## src/rtl/cbs_pkg.sv

```systemverilog
package cbs_pkg;
  // Modular addition for slot arithmetic: a + b wrapped into [0, m).
  function automatic int unsigned wrap_add(int unsigned a, int unsigned b, int unsigned m);
    int unsigned s;
    s = a + b;
    return (s >= m) ? (s - m) : s;
  endfunction
endpackage

```

## src/rtl/cbs_slot_counter.sv

```systemverilog
module cbs_slot_counter #(
  parameter int SLOTS  = 256,
  localparam int SLOT_W = $clog2(SLOTS)
) (
  input  logic              clk,
  input  logic              rst,
  input  logic              frame_sync,
  output logic [SLOT_W-1:0] slot_q,
  output logic [SLOT_W-1:0] slot_nx,
  output logic              synced_q,
  output logic              synced_nx
);
  localparam logic [SLOT_W-1:0] LAST = SLOT_W'(SLOTS - 1);

  // Next slot is exposed so the memory read can be issued one clock early.
  always_comb begin
    if (frame_sync)          slot_nx = '0;
    else if (slot_q == LAST) slot_nx = '0;
    else                     slot_nx = slot_q + 1'b1;
  end

  assign synced_nx = synced_q | frame_sync;

  always_ff @(posedge clk) begin
    if (rst) begin
      slot_q   <= '0;
      synced_q <= 1'b0;
    end else begin
      slot_q   <= slot_nx;
      synced_q <= synced_nx;
    end
  end
endmodule

```

## src/rtl/cbs_ctrl_ram.sv

```systemverilog
module cbs_ctrl_ram #(
  parameter int DEPTH  = 256,
  localparam int ADDR_W = $clog2(DEPTH)
) (
  input  logic              clk,
  input  logic              rst,
  input  logic              we,
  input  logic [ADDR_W-1:0] waddr,
  input  logic              wbit,
  input  logic              rd_gate,
  input  logic [ADDR_W-1:0] raddr,
  output logic              rbit_q
);
  logic mem [DEPTH];

  // Write port: plain registered write, suitable for block RAM.
  always_ff @(posedge clk) begin
    if (we) mem[waddr] <= wbit;
  end

  // Read port: registered output with synchronous reset and a gate that
  // forces zero while the sequencer is not yet aligned.
  always_ff @(posedge clk) begin
    if (rst)          rbit_q <= 1'b0;
    else if (rd_gate) rbit_q <= mem[raddr];
    else              rbit_q <= 1'b0;
  end
endmodule

```

## src/rtl/cbs_ctrl_serializer.sv

```systemverilog
module cbs_ctrl_serializer #(
  parameter int STREAMS  = 8,
  parameter int CHANNELS = 32,
  parameter int WORD_W   = 8,
  parameter int CTRL_BIT = 1,
  parameter int LEAD_CH  = 1,
  localparam int SLOTS   = STREAMS * CHANNELS,
  localparam int ADDR_W  = $clog2(SLOTS)
) (
  input  logic              clk,
  input  logic              rst,
  input  logic              frame_sync,
  input  logic              wr_en,
  input  logic [ADDR_W-1:0] wr_addr,
  input  logic [WORD_W-1:0] wr_word,
  output logic              ctl_ser
);
  localparam int unsigned LEAD = STREAMS * LEAD_CH;

  logic [ADDR_W-1:0] slot_q;
  logic [ADDR_W-1:0] slot_nx;
  logic              synced_q;
  logic              synced_nx;
  logic [ADDR_W-1:0] rd_addr;
  logic              rd_bit_q;

  cbs_slot_counter #(.SLOTS(SLOTS)) u_cnt (
    .clk       (clk),
    .rst       (rst),
    .frame_sync(frame_sync),
    .slot_q    (slot_q),
    .slot_nx   (slot_nx),
    .synced_q  (synced_q),
    .synced_nx (synced_nx)
  );

  // Slot s = chan*STREAMS + k needs entry ((chan+LEAD_CH) mod CHANNELS)*STREAMS + k,
  // which is simply (s + LEAD) mod SLOTS; it is fetched for the next slot.
  assign rd_addr = ADDR_W'(cbs_pkg::wrap_add(32'(slot_nx), LEAD, SLOTS));

  cbs_ctrl_ram #(.DEPTH(SLOTS)) u_ram (
    .clk    (clk),
    .rst    (rst),
    .we     (wr_en),
    .waddr  (wr_addr),
    .wbit   (wr_word[CTRL_BIT]),
    .rd_gate(synced_nx),
    .raddr  (rd_addr),
    .rbit_q (rd_bit_q)
  );

  assign ctl_ser = rd_bit_q;
endmodule

```

## config.mk

```make
export PLATFORM = sky130hd
export DESIGN_NAME = cbs_ctrl_serializer
export DESIGN_NICKNAME = d
export VERILOG_FILES = /design/src/rtl/cbs_pkg.sv /design/src/rtl/cbs_slot_counter.sv /design/src/rtl/cbs_ctrl_ram.sv /design/src/rtl/cbs_ctrl_serializer.sv
export SDC_FILE = /design/constraint.sdc
export NUM_CORES = 1
export LEC_CHECK = 0
export BUFFER_PORTS_ARGS = -buffer_cell sky130_fd_sc_hd__buf_4
export CAP_MARGIN = 5
export CORE_MARGIN = 2
export CORE_UTILIZATION = 61
export CTS_BUF_LIST = sky130_fd_sc_hd__clkbuf_2 sky130_fd_sc_hd__clkbuf_4 sky130_fd_sc_hd__clkbuf_8
export DETAILED_ROUTE_END_ITERATION = 8
export GPL_ROUTABILITY_DRIVEN = 0
export GPL_TIMING_DRIVEN = 0
export PLACE_DENSITY = 0.81
export SYNTH_ARGS = -nofsm -noshare
export SYNTH_HDL_FRONTEND = slang
export SYNTH_SLANG_ARGS = --single-unit
```

## constraint.sdc

```tcl
create_clock -name clk -period 8.7 [get_ports clk]
set_clock_uncertainty 0.1 [all_clocks]
set_input_delay 0.435 -clock clk [delete_from_list [all_inputs] [get_ports clk]]
set_output_delay 0.435 -clock clk [all_outputs]
set_load 0.01 [all_outputs]
```

=== After elaboration in Yosys (flattened, before gate mapping) ===
Memories as Yosys holds them, arrays and structs flattened. A register that Yosys moved wholly into a read port is not among the register bits.
Cells that the tools add are included.

* Equality and inequality tests: 1
* Shifts and indexed selects: 0
* Reduce and logical (&&, ||, !) cells: 1
* Multiplexer cells: 5
* Bitwise operators: 2
* Add/sub/neg operators: 3
* $lt $le $gt $ge: 1
* Div/mod/pow operators: 0
* Multiply operators: 0

{| class="wikitable"
|+ Operator list
! cell !! number
|-
| $mux W8 || 3
|-
| $add A8 B4 Y9 const B || 1
|-
| $ge A9 B9 Y1 const B || 1
|-
| $add A8 B1 Y8 const B || 1
|-
| $eq A8 B8 Y1 const B || 1
|-
| $sub A8 B1 Y8 const B || 1
|-
| $mux W1 || 2
|-
| $reduce_or A2 Y1 || 1
|-
| $not A1 Y1 || 1
|-
| $or A1 B1 Y1 || 1
|}

* Flip-flop bits (word level): 9
* Input port bits: 20
* Memory bits (writable): 256
* Memories kept: 1
* Memory bits (read-only): 0
* Bits in latches: 0
* Output and inout bits: 1

{| class="wikitable"
|+ Memory list
! memory !! words !! bits a word !! read ports !! clocked after memory_dff !! write ports !! line !! RTL
|-
| u_ram.mem || 256 || 1 || 1 || 1 || 1 || cbs_ctrl_ram.sv:14 || <nowiki>logic mem [DEPTH];</nowiki>
|}

=== Depth between registers and ports, before layout ===
* Depth after elaboration: 6
* Mapped depth: 15
* Depth with buffers taken out: 12

=== Hierarchy ===
From an unflattened synthesis, not the netlist that was laid out.

* Cells, all modules: 890
* Area total of the unflattened synthesis: 11,881.4 sq um

{| class="wikitable"
|+ Modules (own cells, without submodules)
! module !! times used !! cells each !! area an instance (sq um)
|-
| cbs_ctrl_ram || 1 || 831 || 11,387.2
|-
| cbs_slot_counter || 1 || 52 || 441.7
|-
| cbs_ctrl_serializer || 1 || 7 || 52.6
|}

=== Least setup slack after synthesis ===
Ideal clock, no wire load.

* Path kind: register to register
* From: reg u_cnt.slot_q[1]
* To: reg u_ram.rbit_q, read port of u_ram.mem
* Path buffers: 2
* Path slack: 5.583 ns
* Arrival time: 2.930 ns
* Stages on the path, launching flop included: 14
* Cells stage by stage: dfxtp_1 -> ha_1 -> buf_2 -> and3_4 -> buf_6 -> a21oi_2 -> nand2_2 -> clkinv_1 -> ha_1 -> xor2_2 -> o31ai_1 -> or4_1 -> o311a_1 -> o31ai_1

* Cells in the longest elaborated chain, start to end: 6

{| class="wikitable"
|+ RTL lines
! element !! line !! RTL
|-
| from (decl) || cbs_slot_counter.sv:8 || <nowiki>output logic [SLOT_W-1:0] slot_q,</nowiki>
|-
| from (signal assigned) || cbs_slot_counter.sv:29 || <nowiki>slot_q <= slot_nx;</nowiki>
|-
| $add A8 B1 Y8 / $eq A8 B8 Y1 (equally long branches) || cbs_slot_counter.sv:19, cbs_slot_counter.sv:18 ||
|-
| $mux W8 * || cbs_slot_counter.sv:18 || <nowiki>else if (slot_q == LAST) slot_nx = '0;</nowiki>
|-
| $mux W8 * || cbs_slot_counter.sv:17 || <nowiki>if (frame_sync) slot_nx = '0;</nowiki>
|-
| named net slot_nx[3] || cbs_ctrl_serializer.sv:21 || <nowiki>logic [ADDR_W-1:0] slot_nx;</nowiki>
|-
| $add A8 B4 Y9 * || cbs_pkg.sv:5 || <nowiki>s = a + b;</nowiki>
|-
| $sub A8 B1 Y8 / $ge A9 B9 Y1 (equally long branches) || cbs_pkg.sv:6 || <nowiki>return (s >= m) ? (s - m) : s;</nowiki>
|-
| $mux W8 * || cbs_pkg.sv:6 ||
|-
| to (decl) || cbs_ctrl_ram.sv:12 || <nowiki>output logic rbit_q</nowiki>
|}

Mark *: on every way through the listed nets, which the timed path passes. The rest lies on a longest branch.
A chain may end at the register's enable or synchronous reset.

=== Worst setup path after layout ===
Ends and elaborated chain as after synthesis.

==> summary.md <==
| Metric | Value |
|---|---|
| Post-DRT Antenna Nets | `0` |
| Synth top area share | `63.5%` |
| Htree depth | `2` |
| Post-synthesis mux area share | `under 10%` |
| Commonest non-fill, non-tap cell in the layout | `nor2_1` |
| Final nets | `1,140` |
| Avg Vias per Cell | `slightly below 7` |
| Final period utilization | `slightly below 60%` |
| NetSw | `621 uW` |
| Fin cells | `1,408` |
| Max cap viols | `0` |
| #FFs+latches synth | `266` |
| Commonest cells after routing, fill and taps aside | `286 x nor2_1, 256 x edfxtp_1, 84 x nand2_1` |
| Antenna cells | `0` |
| Syn Nets | `around 1,100` |
| Core footprint | `19,500 um2` |
| Synth-to-layout area growth | `9.73%` |
| Post-synth cell types | `68` |
| Power per Cell Area | `196 nW/um2` |
| Grt total ovfl | `0` |
| Clock transition at path regs | `0.07 ns` |
| Clk sink count | `266` |
| Detail Placement HPWL | `23.3 mm` |
| Largest net degree at the start of global routing | `171` |
| Port buffer count | `7` |
| Hold Crit Depth | `2` |
| Final total negative setup slack | `0 ns` |
| Synth Area in Simple Gates | `16.7%` |
| Req. time, crit path | `9.02 ns` |
| Synthesized area | `12,100 um2` |
| Vias | `approximately 9,600` |
| Layout cells sized above 1 | `between 10% and 20%` |
| Synth async-reset ratio | `0%` |
| Detailed Routing Iterations Pass 1 | `9` |
| Row cnt | `just over 50` |
| Tot GR Track Use | `35.8%` |
| Placed insts | `1,340` |
| R2R Path End | `u_ram.rbit_q` |
| Clk buf depth | `3` |
| 1st-iter DRT viols | `2,144` |
| Synth Flop Type | `edfxtp_1` |
| Final Max Slew Viols | `0` |
| Worst-Margin Slew | `1.15 ns` |
| CP arrival | `around 5.5 ns` |
| Cell Int Power | `1980 uW` |
| Comb power frac | `6.6%` |
| Met2 wire len | `16.1 mm` |
| Synth top area cells | `edfxtp_1 64%, nor2_1 8.9%, nand2_1 2.6%, a21oi_1 2.4%, o221ai_1 2.2%` |
| Final setup vio count | `0` |
| Post-synthesis compound-gate area fraction | `10.9%` |
| Crit end category | `flip-flop` |
| Drt drc | `0` |
| Maximum clock rate | `194 MHz` |
| Worst Reg2Reg Path Length in Cells | `15` |
| Fill count | `roughly 1,400` |
| Hold Vio Cnt, Final | `0` |
| Endpoint, Worst Hold | `u_cnt.slot_q[1]` |
| Vias in the first global route | `slightly below 9,000` |
| Mean Syn Cell Area | `11.3 um2` |
| Adder-Cell Fraction of Synth Area | `0.207%` |
| Cell taking the most area after synthesis | `edfxtp_1` |
| Unrepaired setup endpoints after global routing | `no` |
| Ys Warns | `0` |
| Sw Share | `23.9%` |
| CTS tree | `built` |
| Slew margin rel. | `23.0%` |
| Largest family of logic cells by synthesized area | `simple AND/OR/NAND/NOR gates` |
| Syn Inst Count | `1,067` |
| Root Buffer | `clkbuf_8` |
| Die ar. | `21,000 um2` |
| Die Y | `145 um` |
| Hold Crit Start | `rst` |
| Pre-CTS setup slack | `3.83 ns` |
| Width of the die | `145 um` |
| Post-CTS setup buffers | `0` |
| Seq/Total Area, Yosys | `65.2%` |
| Min-Delay Path Class | `primary input to flip-flop` |
| Worst r2r src | `u_cnt.slot_q[1]` |
| DP Area | `12,500 um2` |
| Number of synthesized flops with an enable pin | `256` |
| Crit Path Class | `flip-flop to flip-flop` |
| Cts hold-fix bufs | `0` |
| Top layer in use | `met5` |
| LEAKAGE | `0.00404 uW` |
| Final Core Density | `68.2%` |
| Post_cts resized | `0` |
| Status | `complete, no violations` |
| Design Area, Final | `13,300 um2` |
| Initial antenna violation count | `1` |
| Critical path fanouts, max | `10` |
| TritonCTS buffer count | `between 40 and 50` |
| CP Launch Type | `flip-flop` |
| Power share of the clock group | `39.2%` |
| WL met3 | `5.78 mm` |
| Worst vdd ir | `approximately 0.12 mV` |
| Detailed-route wire length per cell | `26.1 um` |
| Worst skew pair latency | `0.57 ns` |
| PnR worst setup slack | `approximately 3.5 ns` |
| First-pass GRT wire length | `53.5 mm` |
| XOR/XNOR share of the synthesized area | `0.641%` |
| Top-level I/O count | `21` |
| Starting Density | `between 60% and 70%` |
| M1 wire length | `12.5 mm` |
| Period minus WS final | `5.16 ns` |
| Sequential cell fraction of total power | `between 50 and 60%` |
| WL final | `36.8 mm` |
| Register-to-register setup slack | `3.54 ns` |
==> metrics by stage <==
stage | total power [uW] | hold WS, ns
6_report | 2600 | 0.137
5_1_grt | 2640 | 0.180
4_1_cts | 2580 | 0.140
3_5_place_dp | 1590 | 0.396
3_3_place_gp | 1590 | 0.382
2_1_floorplan | 1520 | 0.360
==> sequential cells by signal, indices dropped and copies added (netlist names) <==
signal / count
u_ram.mem: 256
u_cnt.slot_q: 8
u_cnt.synced_q: 1
u_ram.rbit_q: 1
==> Yosys cell counts, types with 4 or more instances <==
master,number
a211oi_1,18
a21oi_1,59
a31oi_1,6
buf_1,7
buf_2,18
clkbuf_1,51
dfxtp_1,10
edfxtp_1,256
inv_1,7
mux2_2,9
mux2i_1,24
nand2_1,84
nand3_1,34
nand4_1,11
nor2_1,286
nor2b_1,18
nor3_1,14
nor4_1,9
o211ai_1,4
o21ai_0,16
o221ai_1,31
o22ai_1,12
o2bb2ai_1,4
o311a_1,4
o31ai_1,6
xnor2_1,5
==> metal layers <==
layer / global-route usage (%) / vias up
li1: - / 4014
met1: 47.6 / 4511
met2: 52.4 / 890
met3: 11.4 / 203
met4: 20.5 / 2
met5: 0 / -
==> power groups by stage <==
stage	Sequential (uW)	Combinational (uW)	Clock, uW
finish	1410	170	1020
floorplan	1430	86.2	0
global placement	1440	156	0
detailed placement	1430	160	0
global route	1410	175	1060
CTS	1410	161	1010
==> worst max-delay path, stage by stage (launching register included) <==
cell and delay [ns]:
dfxtp_1 0.36, ha_1 0.19, buf_2 0.17, and3_4 0.16, buf_6 0.13, a21oi_2 0.64, nand2_2 0.40, clkinv_1 0.42
ha_1 0.45, clkbuf_1 0.40, a21oi_1 0.56, o21ai_0 0.18, nor3_1 0.28, nor2_1 0.14, a221oi_1 0.28, o31ai_1 0.14
==> layout make-up <==
cell class                      count  area (um2)  share of cell area, %
Clock buffer                       60         726                   5.47
Inverter                            9        33.8                  0.254
Timing Repair Buffer                8        83.8                  0.631
Multi-Input combinational cell    710        3810                   28.7
Tap cell                          265         332                   2.50
Buffer                             82         364                   2.74
Sequential cell                   266        7890                   59.4
Clock inverter                      8        36.3                  0.273
==> worst max path at each step <==
stage                               start           end  slack (ns)  depth (start not counted)
final                     u_cnt.slot_q[1]  u_ram.rbit_q        3.54                         15
after global placement    u_cnt.slot_q[1]  u_ram.rbit_q        3.79                         15
after CTS                 u_cnt.slot_q[1]  u_ram.rbit_q        3.83                         15
after global routing      u_cnt.slot_q[1]  u_ram.rbit_q        3.56                         15
after floorplan           u_cnt.slot_q[1]  u_ram.rbit_q        5.58                         13
after detailed placement  u_cnt.slot_q[1]  u_ram.rbit_q        3.83                         15
==> cell families (layout without fill, tap and decap cells) <==
family	Yosys count	in the layout
xor gates and xnor gates	8	8
adders and majority gates	2	2
muxes	34	34
buffers and inverters	91	167
and+or+nand+nor	475	475
DFF	266	266
AOI/OAI and AO/OA	191	191
No activity file was read; power rests on OpenSTA's default activity.
